<file path="config.mk">
export PLATFORM = sky130hd
export DESIGN_NAME = adc_seq_ctrl
export DESIGN_NICKNAME = d
export VERILOG_FILES = /design/src/rtl/adc_seq_pkg.sv /design/src/rtl/adc_prescaler.sv /design/src/rtl/adc_csr.sv /design/src/rtl/adc_conv_fsm.sv /design/src/rtl/adc_seq_ctrl.sv
export SDC_FILE = /design/constraint.sdc
export NUM_CORES = 1
export LEC_CHECK = 0
export ABC_AREA = 1
export BUFFER_PORTS_ARGS = -buffer_cell sky130_fd_sc_hd__buf_2
export CAP_MARGIN = 10
export CORE_UTILIZATION = 54
export CTS_CLUSTER_SIZE = 16
export DETAILED_ROUTE_END_ITERATION = 6
export PLACE_DENSITY = 0.79
export SLEW_MARGIN = 30
export SYNTH_ARGS = -nofsm -noshare
export SYNTH_HDL_FRONTEND = slang
export SYNTH_SLANG_ARGS = --single-unit
</file>
<file path="constraint.sdc">
create_clock -name clk -period 3.1 [get_ports clk]
set_input_delay 0.155 -clock clk [delete_from_list [all_inputs] [get_ports clk]]
set_output_delay 0.155 -clock clk [all_outputs]
set_load 0.01 [all_outputs]
</file>
<file path="src/rtl/adc_seq_pkg.sv">
package adc_seq_pkg;

    localparam int CSR_W = 8;
    localparam int PS_W  = 3;
    localparam int DIV_W = 8;

    typedef enum logic [1:0] {
        ST_IDLE,
        ST_INIT,
        ST_CONV,
        ST_LOAD
    } conv_state_e;

    // Field order is the bit order of the control/status word (MSB first).
    typedef struct packed {
        logic            en;
        logic            start;
        logic            frun;
        logic            flag;
        logic            ie;
        logic [PS_W-1:0] ps;
    } csr_t;

    // Divide factor for a prescale code: code 0 and code 1 both divide by 2.
    function automatic logic [DIV_W-1:0] div_of(input logic [PS_W-1:0] ps);
        if (ps == '0) return DIV_W'(2);
        return DIV_W'(1 << ps);
    endfunction

endpackage

</file>
<file path="src/rtl/adc_prescaler.sv">
module adc_prescaler
    import adc_seq_pkg::*;
(
    input  logic            clk,
    input  logic            rst,
    input  logic            en,
    input  logic [PS_W-1:0] ps,
    output logic            tick
);
    logic [DIV_W-1:0] cnt;
    logic [DIV_W-1:0] limit;

    assign limit = div_of(ps) - DIV_W'(1);
    assign tick  = en && (cnt >= limit);

    always_ff @(posedge clk) begin
        if (rst || !en) begin
            cnt <= '0;
        end else if (tick) begin
            cnt <= '0;
        end else begin
            cnt <= cnt + DIV_W'(1);
        end
    end
endmodule

</file>
<file path="src/rtl/adc_csr.sv">
module adc_csr
    import adc_seq_pkg::*;
(
    input  logic             clk,
    input  logic             rst,
    input  logic             we,
    input  logic [CSR_W-1:0] wdata,
    input  logic             conv_clr,
    input  logic             load_done,
    input  logic             irq_ack,
    output csr_t             q
);
    csr_t w;
    csr_t d;

    assign w = csr_t'(wdata);

    always_comb begin
        d = q;
        if (conv_clr) d.start = 1'b0;
        if (irq_ack)  d.flag  = 1'b0;
        if (we) begin
            d.en   = w.en;
            d.frun = w.frun;
            d.ie   = w.ie;
            d.ps   = w.ps;
            if (w.start) d.start = 1'b1;   // a written 0 changes nothing
            if (w.flag)  d.flag  = 1'b0;   // write-one-to-clear
        end
        if (!d.en)     d.start = 1'b0;
        if (load_done) d.flag  = 1'b1;     // set wins over clear
    end

    always_ff @(posedge clk) begin
        if (rst) q <= '0;
        else     q <= d;
    end
endmodule

</file>
<file path="src/rtl/adc_conv_fsm.sv">
module adc_conv_fsm
    import adc_seq_pkg::*;
#(
    parameter int RES_W      = 10,
    parameter int INIT_LEN   = 12,
    parameter int CONV_LEN   = 13,
    parameter int SAMPLE_IDX = 1      // must be at least 1
) (
    input  logic             clk,
    input  logic             rst,
    input  logic             en,
    input  logic             tick,
    input  logic             start,
    input  logic             frun,
    input  logic [RES_W-1:0] sample,
    output logic             conv_clr,
    output logic             load_done,
    output logic [RES_W-1:0] result
);
    localparam int MAX_LEN = (INIT_LEN > CONV_LEN) ? INIT_LEN : CONV_LEN;
    localparam int CNT_W   = $clog2(MAX_LEN + 1);
    localparam logic [CNT_W-1:0] INIT_LAST = CNT_W'(INIT_LEN - 1);
    localparam logic [CNT_W-1:0] CONV_LAST = CNT_W'(CONV_LEN - 1);
    localparam logic [CNT_W-1:0] SAMP_AT   = CNT_W'(SAMPLE_IDX);

    conv_state_e      state;
    logic [CNT_W-1:0] cnt;
    logic             init_done;
    logic [RES_W-1:0] hold;

    assign conv_clr  = tick && (state == ST_CONV) && (cnt == CONV_LAST) && !frun;
    assign load_done = tick && (state == ST_LOAD);

    always_ff @(posedge clk) begin
        if (rst) begin
            state     <= ST_IDLE;
            cnt       <= '0;
            init_done <= 1'b0;
            hold      <= '0;
            result    <= '0;
        end else if (!en) begin
            state     <= ST_IDLE;
            cnt       <= '0;
            init_done <= 1'b0;
        end else if (tick) begin
            unique case (state)
                ST_IDLE: begin
                    if (start) begin
                        cnt   <= CNT_W'(1);
                        state <= init_done ? ST_CONV : ST_INIT;
                    end
                end
                ST_INIT: begin
                    if (cnt == INIT_LAST) begin
                        state     <= ST_CONV;
                        cnt       <= '0;
                        init_done <= 1'b1;
                    end else begin
                        cnt <= cnt + CNT_W'(1);
                    end
                end
                ST_CONV: begin
                    if (cnt == SAMP_AT) hold <= sample;
                    if (cnt == CONV_LAST) state <= ST_LOAD;
                    else                  cnt   <= cnt + CNT_W'(1);
                end
                ST_LOAD: begin
                    result <= hold;
                    if (start) begin
                        state <= ST_CONV;
                        cnt   <= CNT_W'(1);
                    end else begin
                        state <= ST_IDLE;
                    end
                end
                default: state <= ST_IDLE;
            endcase
        end
    end
endmodule

</file>
<file path="src/rtl/adc_seq_ctrl.sv">
module adc_seq_ctrl
    import adc_seq_pkg::*;
#(
    parameter int RES_W      = 10,
    parameter int INIT_LEN   = 12,
    parameter int CONV_LEN   = 13,
    parameter int SAMPLE_IDX = 1
) (
    input  logic             clk,
    input  logic             rst,
    input  logic             csr_we,
    input  logic [CSR_W-1:0] csr_wdata,
    output logic [CSR_W-1:0] csr_rdata,
    input  logic             glob_ie,
    input  logic             irq_ack,
    input  logic [RES_W-1:0] conv_sample,
    output logic             adc_clk_en,
    output logic [7:0]       res_lo,
    output logic [7:0]       res_hi,
    output logic             irq
);
    csr_t             q;
    logic             tick;
    logic             conv_clr;
    logic             load_done;
    logic [RES_W-1:0] result;
    logic [15:0]      res_ext;

    adc_prescaler u_pre (
        .clk  (clk),
        .rst  (rst),
        .en   (q.en),
        .ps   (q.ps),
        .tick (tick)
    );

    adc_csr u_csr (
        .clk       (clk),
        .rst       (rst),
        .we        (csr_we),
        .wdata     (csr_wdata),
        .conv_clr  (conv_clr),
        .load_done (load_done),
        .irq_ack   (irq_ack),
        .q         (q)
    );

    adc_conv_fsm #(
        .RES_W      (RES_W),
        .INIT_LEN   (INIT_LEN),
        .CONV_LEN   (CONV_LEN),
        .SAMPLE_IDX (SAMPLE_IDX)
    ) u_fsm (
        .clk       (clk),
        .rst       (rst),
        .en        (q.en),
        .tick      (tick),
        .start     (q.start),
        .frun      (q.frun),
        .sample    (conv_sample),
        .conv_clr  (conv_clr),
        .load_done (load_done),
        .result    (result)
    );

    assign res_ext    = 16'(result);
    assign res_lo     = res_ext[7:0];
    assign res_hi     = res_ext[15:8];
    assign csr_rdata  = q;
    assign adc_clk_en = tick;
    assign irq        = q.flag & q.ie & glob_ie;
endmodule

</file>
* After elaboration in Yosys (flattened, before gate mapping)
Cells that the tools add are included.
Widths: inputs -> output; s select.
** Operators by class
- Shift-type cells :: 1
- Mux-type cells :: 19
- Bitwise logic cells :: 4
- Reductions and logical operators :: 19
- $add $sub $neg :: 3
- Eq/ne operators :: 11
- Magnitude comparators :: 1
** Operator list (number)
- $mux 8 :: 3
- $mux 4 :: 3
- $pmux 4 s3 :: 1
- $mux 2 :: 5
- $reduce_and 3->1 :: 3
- $add 8x1->8 const B :: 1
- $eq 4x4->1 const B :: 2
- $ge 8x8->1 :: 1
- $pmux 2 s4 :: 1
- $reduce_and 4->1 :: 2
- $reduce_or 2->1 :: 4
- $shl 1x3->8 const A :: 1
- $sub 8x1->8 const B :: 1
- $mux 1 :: 6
- $ne 2x2->1 const B :: 3
- $logic_and 1x1->1 :: 5
- $add 4x1->4 const B :: 1
- $eq 2x2->1 const B :: 2
- $eq 4x1->1 const B :: 1
- $ne 2x1->1 const B :: 2
- $logic_not 3->1 :: 1
- $and 1x1->1 :: 2
- $eq 2x1->1 const B :: 1
- $logic_not 1->1 :: 2
- other kinds (3) :: 4
** Word-level totals
- Bits in registers :: 43
- Input port bits :: 23

* Longest topological paths before layout
- Depth after elaboration :: 14
- Depth in mapped cells :: 16
- Mapped depth without buffers :: 15

* Modules after synthesis
Synthesis repeated with hierarchy kept, for this count alone.
** Second synthesis, totals
- Cells, all modules :: 319
- Area total of the unflattened synthesis :: 2311.0 µm²
** By module, submodules not included
- adc_conv_fsm :: instances 1, area an instance 1362.6 µm², cells an instance 185
- adc_prescaler :: instances 1, area an instance 580.6 µm², cells an instance 84
- adc_csr :: instances 1, area an instance 305.3 µm², cells an instance 40
- adc_seq_ctrl :: instances 1, area an instance 62.6 µm², cells an instance 10

* Worst setup path after synthesis
No wires, ideal clock.
- Path kind :: reg-to-reg
- From :: reg u_csr.q[2] (netlist name)
- To :: reg u_fsm.hold[0]
- Cell stages (with the launch flop) :: 15
- Period minus slack after synthesis :: 2.222 ns
- Setup time :: 0.113 ns
- Slack :: 0.878 ns
- Arrival time :: 2.110 ns
- Cell sequence :: dfxtp_1 -> inv_1 -> nand3_1 -> ha_1 -> o21ai_0 -> o21ai_0 -> ha_1 -> a21o_1 -> nor2_2 -> nand2_4 -> nand3_2 -> buf_6 -> nand2_1 -> nand2_1 -> nor2_1
** Between the ends
- Word-level cells in the longest chain between the ends :: 7
- Elaborated cells on any way between the ends :: 8
- Those cells by class :: 1 x add/sub; 1 x order compare; 1 x shift; 2 x mux; 3 x reduce/logical
** RTL lines
- $logic_not 3->1 :: RTL line adc_seq_pkg.sv:26 : if (ps == '0) return DIV_W'(2);
- $mux 1 :: RTL line adc_seq_pkg.sv:26
- $mux 8 (*) :: RTL line adc_seq_pkg.sv:27 : return DIV_W'(1 << ps);
- $sub 8x1->8 (*) :: RTL line adc_prescaler.sv:13 : assign limit = div_of(ps) - DIV_W'(1);
- $ge 8x8->1 (*) :: RTL line adc_prescaler.sv:14 : assign tick = en && (cnt >= limit);
- $logic_and 1x1->1 (*) :: RTL line adc_prescaler.sv:14
- $reduce_and 4->1 (no line) (*)
- to (signal assigned) :: RTL line adc_conv_fsm.sv:63 : if (cnt == SAMP_AT) hold <= sample;
- to (decl) :: RTL line adc_conv_fsm.sv:29 : logic [RES_W-1:0] hold;
Every way passes the cells marked *; elsewhere a longest branch is shown, timed or not.
A chain may end at the register's enable or synchronous reset.

* Worst setup path after layout
- From :: reg u_csr.q[2] (netlist name)
- To :: reg u_fsm.hold[1]
** Between the ends
- Word-level cells in the longest chain between the ends :: 7
- Elaborated cells on any way between the ends :: 8
- Those cells by class :: 1 x add/sub; 1 x order compare; 1 x shift; 2 x mux; 3 x reduce/logical
** RTL lines (RTL line)
- $logic_not 3->1 :: adc_seq_pkg.sv:26
- $mux 1 :: adc_seq_pkg.sv:26
- $mux 8 (*) :: adc_seq_pkg.sv:27
- $sub 8x1->8 (*) :: adc_prescaler.sv:13
- $ge 8x8->1 (*) :: adc_prescaler.sv:14
- $logic_and 1x1->1 (*) :: adc_prescaler.sv:14
- $reduce_and 4->1 (no line) (*)
Marked as above.

==> results.ini <==
[status]
status = complete, no violations

[sta]
skew_ns = 0.00941
tns_ns = 0
worst_pin_slew_ns = 0.754
hold_violations = 0
relSlewSlack_pct = 49.7
rsz0062_at_grt = no
fin_crit_sh_pct = 85.7
fmax_mhz = 376
min_period_ns = 2.66
worst_slack_ns = 0.444
finalMaxSlewViolations = 0
finalSetupViolCount = 0

[grt]
use_met1_pct = 24.8
grt-busiest-layer = met2
grt-ovfl-total = 0
use_met2_pct = 34.3
grt_usage_pct = 20.6
antenna_found_initial = 0
grt_util_met3_pct = 5.24
grt_pass1_wl_mm = 7.06
grt_pass1_vias = 1713
grt_max_degree = 27

[floorplanning]
die_area_um2 = 4570
die_h_um = 67.6
die_x_um = 67.6
start_util_pct = 57.3
num_rows = 23
io_pins = 49
core-area_um2 = 4060

[setup_path]
cp_data_required_time_ns = 3.34
start_kind = register
path_class = register to register
arrival_ns = 2.90
critPathCaptureType = register
crit_path_max_fanout = 20

[yosys]
syn-instance-count = 337
synth_cell_type_count = 29
async_flop_share_pct = 0
synth_seq_cells = 43
synth-edff-count = 0
synth_warnings = 0
synth_area_um2 = 2330
avgSynthCellArea_um2 = 6.90
yosys_most_used_dff = dfxtp_1
yosysSeqAreaShare_pct = 37.0

[final_layout]
num_antenna_cells = 0
mostFrequentLayoutCell = nand2_1
layout_common_cells = nand2_1 (76), nor2_1 (72), inv_1 (47)
drive_gt1_share_pct = 15.5
nets = 414
final_area_um2 = 2590
synthToLayoutAreaGrowth_pct = 11.2
final_util_pct = 63.8

[pwr]
power.density_nw_per_um2 = 393
power.total_mw = 1.02
cellLeakagePower_nw = 1.35
irDropWorstVdd_mv = 0.248

[clock_tree]
htreeDepth = 2
cts_resized = 0
clock_path_buffers = 2
ctsHoldBuffers = 0
clkSinkCount = 43
cts_inserted_buffers = 5
cts_root_buf = clkbuf_8
cts_tree = yes
insertion_delay_ns = 0.30
clkTransAtPathRegs_ns = 0.09
post-cts-setup-buffers = 0

[drt]
first_pass_iters = 4
viasPerCell = 4.72
wl_mm = 4.37
ant_nets = 0
drt_iter0_drc = 147
drcViolationCount = 0
wire_per_inst_um = 10.3
num_vias = 2004

[run]
max_cap_viol_count = 0

[placed_design]
dpl-instance-area_um2 = 2490
dp_slack_ns = 0.542
numPortBuffers = 42
dp_hpwl_mm = 3.14
place_congestion = 0.828

[hold_path]
hold_class = input pin to register

==> cell type report <==
class / instances / area (um2)
clock buffer: 5 / 68.8
timing repair buffer: 42 / 210
multi-input combinational: 234 / 1180
fill: 381 / 1470
inverter: 48 / 180
tap: 50 / 62.6
sequential: 43 / 861
clock inverter: 3 / 23.8
==> Yosys cell counts, drive strengths merged (2+ instances only) <==
library cell  number  area share, %
xnor2              2           0.75
nor2              74             12
inv               48            7.7
nand2             78             13
dfxtp             43             37
xor2               3            1.1
a21oi             13            2.8
nand4              7            1.9
ha                17            9.1
buf               15            4.9
nand3             13            3.6
clkbuf             2           0.32
o22ai              2           0.54
o21ai             10            2.2
nor3               4           0.86
==> critical path: stages (launching register included) <==
cell     delay [ns]
dfxtp_1        0.39
inv_1          0.16
nand3_1        0.10
ha_1           0.25
o21ai_0        0.16
o21ai_0        0.12
ha_1           0.31
nand2_1        0.07
a21oi_1        0.14
nor2_2         0.08
nand2_4        0.13
nand3_2        0.32
nand2_1        0.20
nand2_1        0.06
nor2_1         0.12
==> cell families after synthesis <==
group / Yosys count / share of synthesized area [%]
AND/OR/NAND/NOR: 176 / 31.5
buffers and inverters: 65 / 13.0
flip-flops: 43 / 37.0
AO/OA/AOI/OAI: 29 / 6.83
adder cells (fa/ha/maj): 17 / 9.14
XOR/XNOR: 5 / 1.88
other: 1 / 0.161
multiplexers: 1 / 0.484
==> flip-flops by register name, indices dropped and copies added, names as in the netlist <==
signal and flops:
u_fsm.init_done 1, u_fsm.state 2, u_fsm.cnt 4, u_fsm.result 10, u_csr.q 8, u_pre.cnt 8, u_fsm.hold 10
==> metrics by stage <==
step / hold WS (ns) / std cells
CTS: 0.0396 / 425
floorplan: 0.224 / 342
global route: 0.0548 / 425
global placement: 0.367 / 417
finish: 0.0541 / 425
detailed placement: 0.365 / 417
==> worst paths after layout <==
check / startpoint / to / slack, ns / cells after the start
max: u_csr.q[2] / u_fsm.hold[1] / 0.44 / 14
max reg2reg: u_csr.q[2] / u_fsm.hold[1] / 0.44 / 14
min reg2reg: u_fsm.init_done / u_fsm.init_done / 0.47 / 2
min: rst / u_csr.q[4] / 0.05 / 2
==> report_power, final <==
group	switching (mW)	total, mW	leakage [nW]	internal, mW
logic	0.0476	0.0776	0.961	0.0300
registers	0.0109	0.570	0.348	0.559
clock network	0.209	0.370	0.0408	0.161
==> layer usage <==
layer	share of wire (%)	routed length [um]
met2	44	1920
met4	2.2	94
met1	49	2120
met5	0	0
met3	5.3	231
Power figures use the tool's default switching activity.
